**config.mk**
```make
export PLATFORM = sky130hd
export DESIGN_NAME = usb_rx_framer
export DESIGN_NICKNAME = d
export VERILOG_FILES = /design/src/rtl/urx_pkg.sv /design/src/rtl/urx_strobe_gate.sv /design/src/rtl/urx_idle_timer.sv /design/src/rtl/urx_gap_timer.sv /design/src/rtl/usb_rx_framer.sv
export SDC_FILE = /design/constraint.sdc
export NUM_CORES = 1
export LEC_CHECK = 0
export BUFFER_PORTS_ARGS = -buffer_cell sky130_fd_sc_hd__clkbuf_2
export CAP_MARGIN = 20
export CORE_MARGIN = 2
export CORE_UTILIZATION = 35
export CTS_CLUSTER_SIZE = 28
export DETAILED_ROUTE_END_ITERATION = 10
export MAX_ROUTING_LAYER = met4
export PLACE_DENSITY_LB_ADDON = 0.15
export SETUP_SLACK_MARGIN = 0.5
export SLEW_MARGIN = 15
export SYNTH_ARGS = -nofsm -noshare
export SYNTH_HDL_FRONTEND = slang
export SYNTH_SLANG_ARGS = --single-unit
export TNS_END_PERCENT = 1
```
**constraint.sdc**
```tcl
create_clock -name clk -period 1.88 [get_ports clk]
set_input_delay 0.376 -clock clk [delete_from_list [all_inputs] [get_ports clk]]
set_output_delay 0.376 -clock clk [all_outputs]
set_load 0.03 [all_outputs]
```
**src/rtl/urx_pkg.sv**
```systemverilog
package urx_pkg;

  typedef enum logic [3:0] {
    ST_RESET,
    ST_WAIT,
    ST_STRIP_SYNC,
    ST_DATA,
    ST_DATA_WAIT,
    ST_STRIP_EOP,
    ST_ABORT1,
    ST_ABORT2,
    ST_TERM
  } urx_state_e;

  function automatic int unsigned urx_max(input int unsigned a, input int unsigned b);
    return (a > b) ? a : b;
  endfunction

endpackage

```
**src/rtl/urx_strobe_gate.sv**
```systemverilog
// Turns the byte strobe into a load enable: level-sensitive in
// high-speed mode, rising-edge-only in full-speed mode.
module urx_strobe_gate (
  input  logic clk,
  input  logic rst,
  input  logic fs_mode,
  input  logic byte_vld,
  output logic load
);
  logic prev_q;

  always_ff @(posedge clk) begin
    if (rst) prev_q <= 1'b0;
    else     prev_q <= byte_vld;
  end

  assign load = byte_vld & (~fs_mode | ~prev_q);
endmodule

```
**src/rtl/urx_idle_timer.sv**
```systemverilog
// Counts consecutive idle samples while enabled; expire fires on the
// edge that sees the LIM-th consecutive idle cycle.
module urx_idle_timer #(
  parameter int unsigned HS_LIM = 4,
  parameter int unsigned FS_LIM = 2
) (
  input  logic clk,
  input  logic rst,
  input  logic en,
  input  logic fs_mode,
  input  logic line_idle,
  output logic expire
);
  localparam int unsigned MAXL = urx_pkg::urx_max(HS_LIM, FS_LIM);
  localparam int unsigned CW   = $clog2(MAXL + 1);
  localparam logic [CW-1:0] HS_END = CW'(HS_LIM - 1);
  localparam logic [CW-1:0] FS_END = CW'(FS_LIM - 1);

  logic [CW-1:0] cnt_q;
  logic [CW-1:0] lim;

  assign lim    = fs_mode ? FS_END : HS_END;
  assign expire = en & line_idle & (cnt_q == lim);

  always_ff @(posedge clk) begin
    if (rst || !en || !line_idle || expire) cnt_q <= '0;
    else                                   cnt_q <= cnt_q + 1'b1;
  end
endmodule

```
**src/rtl/urx_gap_timer.sv**
```systemverilog
// Counts cycles with receive-active low since the last fall and
// reports when the mode's minimum gap has been met.
module urx_gap_timer #(
  parameter int unsigned HS_GAP = 1,
  parameter int unsigned FS_GAP = 4
) (
  input  logic clk,
  input  logic rst,
  input  logic clr,
  input  logic low,
  input  logic fs_mode,
  output logic gap_ok
);
  localparam int unsigned GMAX = urx_pkg::urx_max(HS_GAP, FS_GAP);
  localparam int unsigned CW   = $clog2(GMAX + 1);
  localparam logic [CW-1:0] SAT    = CW'(GMAX);
  localparam logic [CW-1:0] HS_MIN = CW'(HS_GAP - 1);
  localparam logic [CW-1:0] FS_MIN = CW'(FS_GAP - 1);

  logic [CW-1:0] cnt_q;
  logic [CW-1:0] need;

  assign need   = fs_mode ? FS_MIN : HS_MIN;
  assign gap_ok = (cnt_q >= need);

  always_ff @(posedge clk) begin
    if (rst)                      cnt_q <= SAT;
    else if (clr)                 cnt_q <= '0;
    else if (low && cnt_q != SAT) cnt_q <= cnt_q + 1'b1;
  end
endmodule

```
**src/rtl/usb_rx_framer.sv**
```systemverilog
module usb_rx_framer #(
  parameter int unsigned DATA_W  = 8,
  parameter int unsigned HS_DROP = 4,
  parameter int unsigned FS_DROP = 2,
  parameter int unsigned HS_GAP  = 1,
  parameter int unsigned FS_GAP  = 4
) (
  input  logic              clk,
  input  logic              rst,
  input  logic              fs_mode,
  input  logic              sync_det,
  input  logic              eop_det,
  input  logic              stuff_err,
  input  logic              line_idle,
  input  logic              byte_vld,
  input  logic [DATA_W-1:0] byte_in,
  output logic              rx_active,
  output logic              rx_valid,
  output logic              rx_error,
  output logic [DATA_W-1:0] rx_data
);
  import urx_pkg::*;

  urx_state_e state_q;
  logic       load;
  logic       drop_now;
  logic       gap_ok;
  logic       in_pkt;
  logic       fs_abort;
  logic       fall_evt;

  assign in_pkt   = (state_q == ST_STRIP_SYNC) || (state_q == ST_DATA) ||
                    (state_q == ST_DATA_WAIT);
  assign fs_abort = in_pkt & stuff_err & fs_mode;
  assign fall_evt = fs_abort | drop_now;

  urx_strobe_gate u_gate (
    .clk      (clk),
    .rst      (rst),
    .fs_mode  (fs_mode),
    .byte_vld (byte_vld),
    .load     (load)
  );

  urx_idle_timer #(.HS_LIM(HS_DROP), .FS_LIM(FS_DROP)) u_idle (
    .clk       (clk),
    .rst       (rst),
    .en        (state_q == ST_STRIP_EOP),
    .fs_mode   (fs_mode),
    .line_idle (line_idle),
    .expire    (drop_now)
  );

  urx_gap_timer #(.HS_GAP(HS_GAP), .FS_GAP(FS_GAP)) u_gap (
    .clk     (clk),
    .rst     (rst),
    .clr     (fall_evt),
    .low     (~rx_active),
    .fs_mode (fs_mode),
    .gap_ok  (gap_ok)
  );

  always_ff @(posedge clk) begin
    if (rst) begin
      state_q   <= ST_RESET;
      rx_active <= 1'b0;
      rx_valid  <= 1'b0;
      rx_error  <= 1'b0;
      rx_data   <= '0;
    end else begin
      rx_valid <= 1'b0;
      rx_error <= 1'b0;
      case (state_q)
        ST_RESET: state_q <= ST_WAIT;
        ST_WAIT, ST_TERM: begin
          if (sync_det && gap_ok) begin
            state_q   <= ST_STRIP_SYNC;
            rx_active <= 1'b1;
          end else if (gap_ok) begin
            state_q <= ST_WAIT;
          end
        end
        ST_STRIP_SYNC, ST_DATA, ST_DATA_WAIT: begin
          if (fs_abort) begin
            state_q   <= ST_ABORT1;
            rx_active <= 1'b0;
            rx_error  <= 1'b1;
          end else if (stuff_err || eop_det) begin
            state_q <= ST_STRIP_EOP;
          end else if (load) begin
            state_q  <= ST_DATA;
            rx_valid <= 1'b1;
            rx_data  <= byte_in;
          end else begin
            state_q <= ST_DATA_WAIT;
          end
        end
        ST_STRIP_EOP: begin
          if (drop_now) begin
            state_q   <= ST_TERM;
            rx_active <= 1'b0;
          end
        end
        ST_ABORT1: state_q <= line_idle ? ST_TERM : ST_ABORT2;
        ST_ABORT2: if (line_idle) state_q <= ST_TERM;
        default:   state_q <= ST_WAIT;
      endcase
    end
  end
endmodule

```
* Yosys cells after proc, flatten, opt, wreduce, memory -nomap -nowiden
Index checks and enable logic that the tools add are counted.
** Operators by class
- Add/sub/neg operators :: 2
- $lt $le $gt $ge :: 1
- Equality and inequality tests :: 15
- Multiplexer cells :: 19
- Bitwise operators :: 13
- Reductions and logical operators :: 20
** Operators by type and width (number)
- 4-bit two-way mux :: 5
- 4-bit case mux with 5 select lines :: 1
- 4-bit by 3-bit equality test with 1-bit output (second input constant) :: 4
- 3-bit two-way mux :: 5
- 4-bit by 2-bit equality test with 1-bit output (second input constant) :: 2
- 2-bit != test (second input constant) :: 4
- 4-bit AND reduction :: 2
- 3-bit by 1-bit adder with 3-bit output (second input constant) :: 2
- 1-bit logical OR :: 6
- 3-bit != test (second input constant) :: 2
- 1-bit inverter :: 6
- 2-bit OR reduction :: 3
- 1-bit bitwise AND :: 5
- 1-bit two-way mux :: 5
- 4-bit by 1-bit equality test with 1-bit output (second input constant) :: 1
- 4-bit equality test (second input constant) :: 1
- 2-bit two-way mux :: 2
- 4-bit OR reduction :: 1
- 3-bit equality test :: 1
- 3-bit >= comparator :: 1
- 1-bit case mux with 3 select lines :: 1
- 3-bit AND reduction :: 1
- 3-bit nonzero test :: 1
- 3-bit OR reduction :: 1
- 4 further kinds :: 7
** Word-level totals
- Register bits after elaboration :: 22

* Longest topological paths before layout
- Depth in word-level cells :: 7
- Mapped depth :: 6
- Depth with buffers taken out :: 6

* By module
Synthesis repeated with hierarchy kept, for this count alone.
** Unflattened totals
- Cell total of the unflattened synthesis :: 132
- Area total of the unflattened synthesis :: 1206.2 sq um
** By module, submodules not included
- usb_rx_framer :: instances 1, cells each 95, area each 819.5 sq um, seq. area each 300.3 sq um
- urx_gap_timer :: instances 1, cells each 21, area each 214.0 sq um, seq. area each 60.1 sq um
- urx_idle_timer :: instances 1, cells each 13, area each 135.1 sq um, seq. area each 60.1 sq um
- urx_strobe_gate :: instances 1, cells each 3, area each 37.5 sq um, seq. area each 20.0 sq um

* Worst setup path after synthesis
No wires, ideal clock.
- Kind :: flip-flop to flip-flop
- Start point :: register u_gap.cnt_q[0]
- End point :: register state_q[1]
- Library setup time :: 0.132 ns
- Arrival :: 1.413 ns
- Slack :: 0.335 ns
- Stages on the path, launching flop included :: 7
- Buffers on the path :: 0
- Period minus slack after synthesis :: 1.545 ns
- Cells stage by stage :: dfxtp_1 > inv_1 > ha_1 > nand2b_1 > a211oi_1 > nand4b_1 > a41oi_2
** On the way
- Word-level cells in the longest chain between the ends :: 4
- Elaborated cells between the ends (all ways) :: 6
- Those cells by class :: order compare (1); eq/ne (1); mux (2); reduce/logical (2)
** RTL lines
- start, declared :: RTL line urx_gap_timer.sv:20 : logic [CW-1:0] cnt_q;
- start signal, assigned :: RTL line urx_gap_timer.sv:29 : else if (low && cnt_q != SAT) cnt_q <= cnt_q + 1'b1;
- 3-bit >= comparator * :: RTL line urx_gap_timer.sv:24 : assign gap_ok = (cnt_q >= need);
- 1-bit logical AND :: RTL line usb_rx_framer.sv:76 : if (sync_det && gap_ok) begin
- 4-bit two-way mux or 3-bit != test (tied branches)
- 4-bit case mux with 5 select lines or 3-bit AND reduction (tied branches)
- end signal, assigned :: RTL line usb_rx_framer.sv:104 : ST_ABORT1: state_q <= line_idle ? ST_TERM : ST_ABORT2;
- end, declared :: RTL line usb_rx_framer.sv:24 : urx_state_e state_q;
Every way passes the cells marked *; elsewhere a longest branch is shown, timed or not.
A chain may end at the register's enable or synchronous reset.

* Worst setup path after layout
- Start point :: register state_q[1]
- End point :: register rx_data[5]
** On the way
- Word-level cells in the longest chain between the ends :: 7
- Elaborated cells between the ends (all ways) :: 10
- Those cells by class :: eq/ne (3); bitwise (3); reduce/logical (4)
** RTL lines
- 4-bit by 2-bit equality test with 1-bit output :: RTL line usb_rx_framer.sv:32, usb_rx_framer.sv:73
- 1-bit logical OR (2 in series) :: RTL line usb_rx_framer.sv:32 : assign in_pkt = (state_q == ST_STRIP_SYNC) || (state_q == ST_DATA) ||
- 1-bit bitwise AND (2 in series) :: RTL line usb_rx_framer.sv:34 : assign fs_abort = in_pkt & stuff_err & fs_mode;
- 1-bit inverter (no source line)
- 4-bit AND reduction (no source line) *
- end signal, assigned :: RTL line usb_rx_framer.sv:93 : rx_data <= byte_in;
- end, declared :: RTL line usb_rx_framer.sv:20 : output logic [DATA_W-1:0] rx_data
Marked as above.

==> run metrics <==
placed cells=201; fin. max-slew vios=0; CP max stage cell=or3b_4; area delta synth->final=29.8%; fin cells=213; final WL=2980 microns; antenna violations before repair=0; first-pass GRT wire length=4980 microns; WL met1=1400 microns; Avg Vias per Cell=5.30; drt first-iter violations=79; GRT Overall Usage=16.3%; Yosys warning total=0; total chip power=1.37 mW; Die ar.=0.00391 sq mm; # rows=21; synthesized area=0.00120 sq mm; die width=62.5 microns; Synth cell types=49; total gr overflow=0; drt pass-1 iters=4; Clock Path Buffers=2; max_cap viols=0; Top FF cell, synth=dfxtp_1; post-route setup slack=0.402 ns; cell family with the largest share of critical-path delay=simple AND/OR/NAND/NOR gates; Die Y-Extent=62.5 microns; number of synthesized flops with an enable pin=0; Peak supply drop=0.000346 V; Worst Hold Launch=byte_in[3]; H-tree levels=1; setup slack at placement=0.183 ns; syn avg cell area=8.94 sq um; CTS Root Buffer Type=clkbuf_4; Synth area leader=dfxtp_1; status=finished, final reports clean; Synth Instances=134; share of cells above drive strength 1=38.9%; n_diodes=0; slowest stage delay, CP=0.43 ns; top cells by count, synth=dfxtp_1 (22), a21oi_1 (14), nand3_1 (10), nor2_1 (9), o21ai_1 (9); Max Clock Freq=677 MHz; Initial Util=36.2%; worst r2r dst=rx_data[5]; Antenna Violating Nets Remaining=0; power density over the cells=884 mW/mm^2; clock sinks=22; register-to-register setup slack=0.40 ns; Setup violations, final=0; Reg2Reg Depth=5; Hold EP=rx_data[3]; wire length on met3=137 microns; I/O Buffers=26; CP endpoint kind=register; # IOs=27; Post-Route Skew=0.0151 ns; Final TNS setup=0 ns; largest cells by area after synthesis=dfxtp_1 (37%), a21oi_1 (5.9%), ha_1 (5.2%); crit path time final=1.48 ns; hold buffer count at CTS=0; cell with the most instances after synthesis=dfxtp_1; uppermost layer routed=met4; worst path arrival time=1.74 ns; CTS tree=built; WHS Path Cells=3; Worst setup SP type=register; total CTS buffers=3; met2 wire len=1410 microns; Post-synth ARST share=0%; Crit Path Max Fanout=8; Final Hold Vio Count=0; Rel. slew slack=66.6%; Clock Latency Late Sink=0.32 ns; Hold WC Path Type=input port to register; hold_ws=0.269 ns; Core ar.=0.00331 sq mm; post-synthesis sequential area ratio=36.8%; via count=1129; Critical Path RT=2.14 ns; vias in the first global route=1079; Buf/Inv on CP=1; flops & latches, synth=22; DRC viols=0; clk slew on worst S/H paths=0.14 ns; Pleak=0.611 nW; RSZ-0062 raised after global routing=true; Crit Path Category=register to register; final cycle utilization of the critical path=78.6%; Placer Congestion=0.876; Tightest Pin Transition=0.501 ns; crit-path cells=or3b_4, a21oi_4, buf_6, nand3_1, a21oi_2; fillcell total=334; reg2reg start=state_q[1]; share of the synthesized area in the top cell type=36.8%; nets=189; syn nets=155; largest net degree at the start of global routing=22; Detail Placement HPWL=2120 microns; Routed WL per cell=14.0 microns
[report_power, final]
group          total, mW  leakage (nW)  internal, mW  switching (mW)
registers          0.537         0.181         0.508          0.0290
clock network      0.372        0.0279         0.216           0.156
logic              0.465         0.402         0.217           0.247
total               1.37         0.611         0.941           0.432
[cells by family (layout without fill, tap and decap cells)]
logic type	Yosys count	count (layout)	share of synthesized area (%)
AND/OR/NAND/NOR	48	48	24.3
AO/OA/AOI/OAI	43	44	25.2
flip-flops	22	22	36.8
buffers and inverters	12	44	5.54
adder cells (fa/ha/maj)	5	5	5.22
XOR/XNOR	4	4	2.93
[placed cells by master (no fill, tap or decap), types with 2 or more instances in the layout]
cell      instances
clkbuf_2         26
dfxtp_1          18
a21oi_1          10
nor2_1            9
o21ai_1           9
nand3_1           8
buf_4             8
inv_1             4
nand3b_1          4
a21oi_2           4
ha_1              4
nand2_1           3
nor2b_1           3
clkbuf_4          3
xor2_1            2
nand4b_1          2
and3b_1           2
o21ai_0           2
xnor2_1           2
a31oi_1           2
dfxtp_4           2
dfxtp_2           2
[layer usage]
layer  vias to the layer above  GRT usage [%]
met4                         0           5.83
li1                        557              -
met5                         -              -
met3                         4           3.06
met1                       538           21.1
met2                        30           25.4
[layout make-up]
class                           instances  area [sq um]  area share, %
Inverter                                5          18.8           1.21
Clock buffer                            3          22.5           1.45
Clock inverter                          1          30.0           1.93
Tap cell                               46          57.6           3.70
Sequential cell                        22           450           29.0
Timing Repair Buffer                   35           201           13.0
Multi-Input combinational cell        101           773           49.8
[worst max path at each step]
stage,cells past startpoint,slack (ns),start,endpoint
6_report,5,0.40,state_q[1],rx_data[5]
5_1_grt,5,0.35,state_q[1],rx_data[1]
4_1_cts,4,0.42,state_q[0],u_gap.cnt_q[2]
3_5_place_dp,6,0.18,fs_mode,state_q[1]
3_3_place_gp,6,0.22,fs_mode,state_q[1]
2_1_floorplan,5,0.50,fs_mode,state_q[1]
[metrics by stage]
step	utilization, %	instance area, sq um
floorplan	-	1230
finish	46.9	1550
detailed placement	41.9	1390
global placement	41.9	1390
CTS	45.7	1510
global route	46.9	1550
[worst min-delay path: cells and delay by family]
family          cells  cell delay (ns)
buf+inv             1             0.08
simple gates        1             0.05
compound gates      1             0.05
[registers in the layout, indices dropped and copies added, names as in the netlist]
signal	count
u_gate.prev_q	1
u_idle.cnt_q	3
rx_active	1
state_q	4
rx_error	1
rx_data	8
u_gap.cnt_q	3
rx_valid	1
[timing repair]
action,4_1_cts,5_1_grt
resized for setup,7,8
pin swaps,4,8
setup endpoints to repair,17,21
gates cloned,1,0
setup buffers,6,1
(Power assumes the default switching activity.)
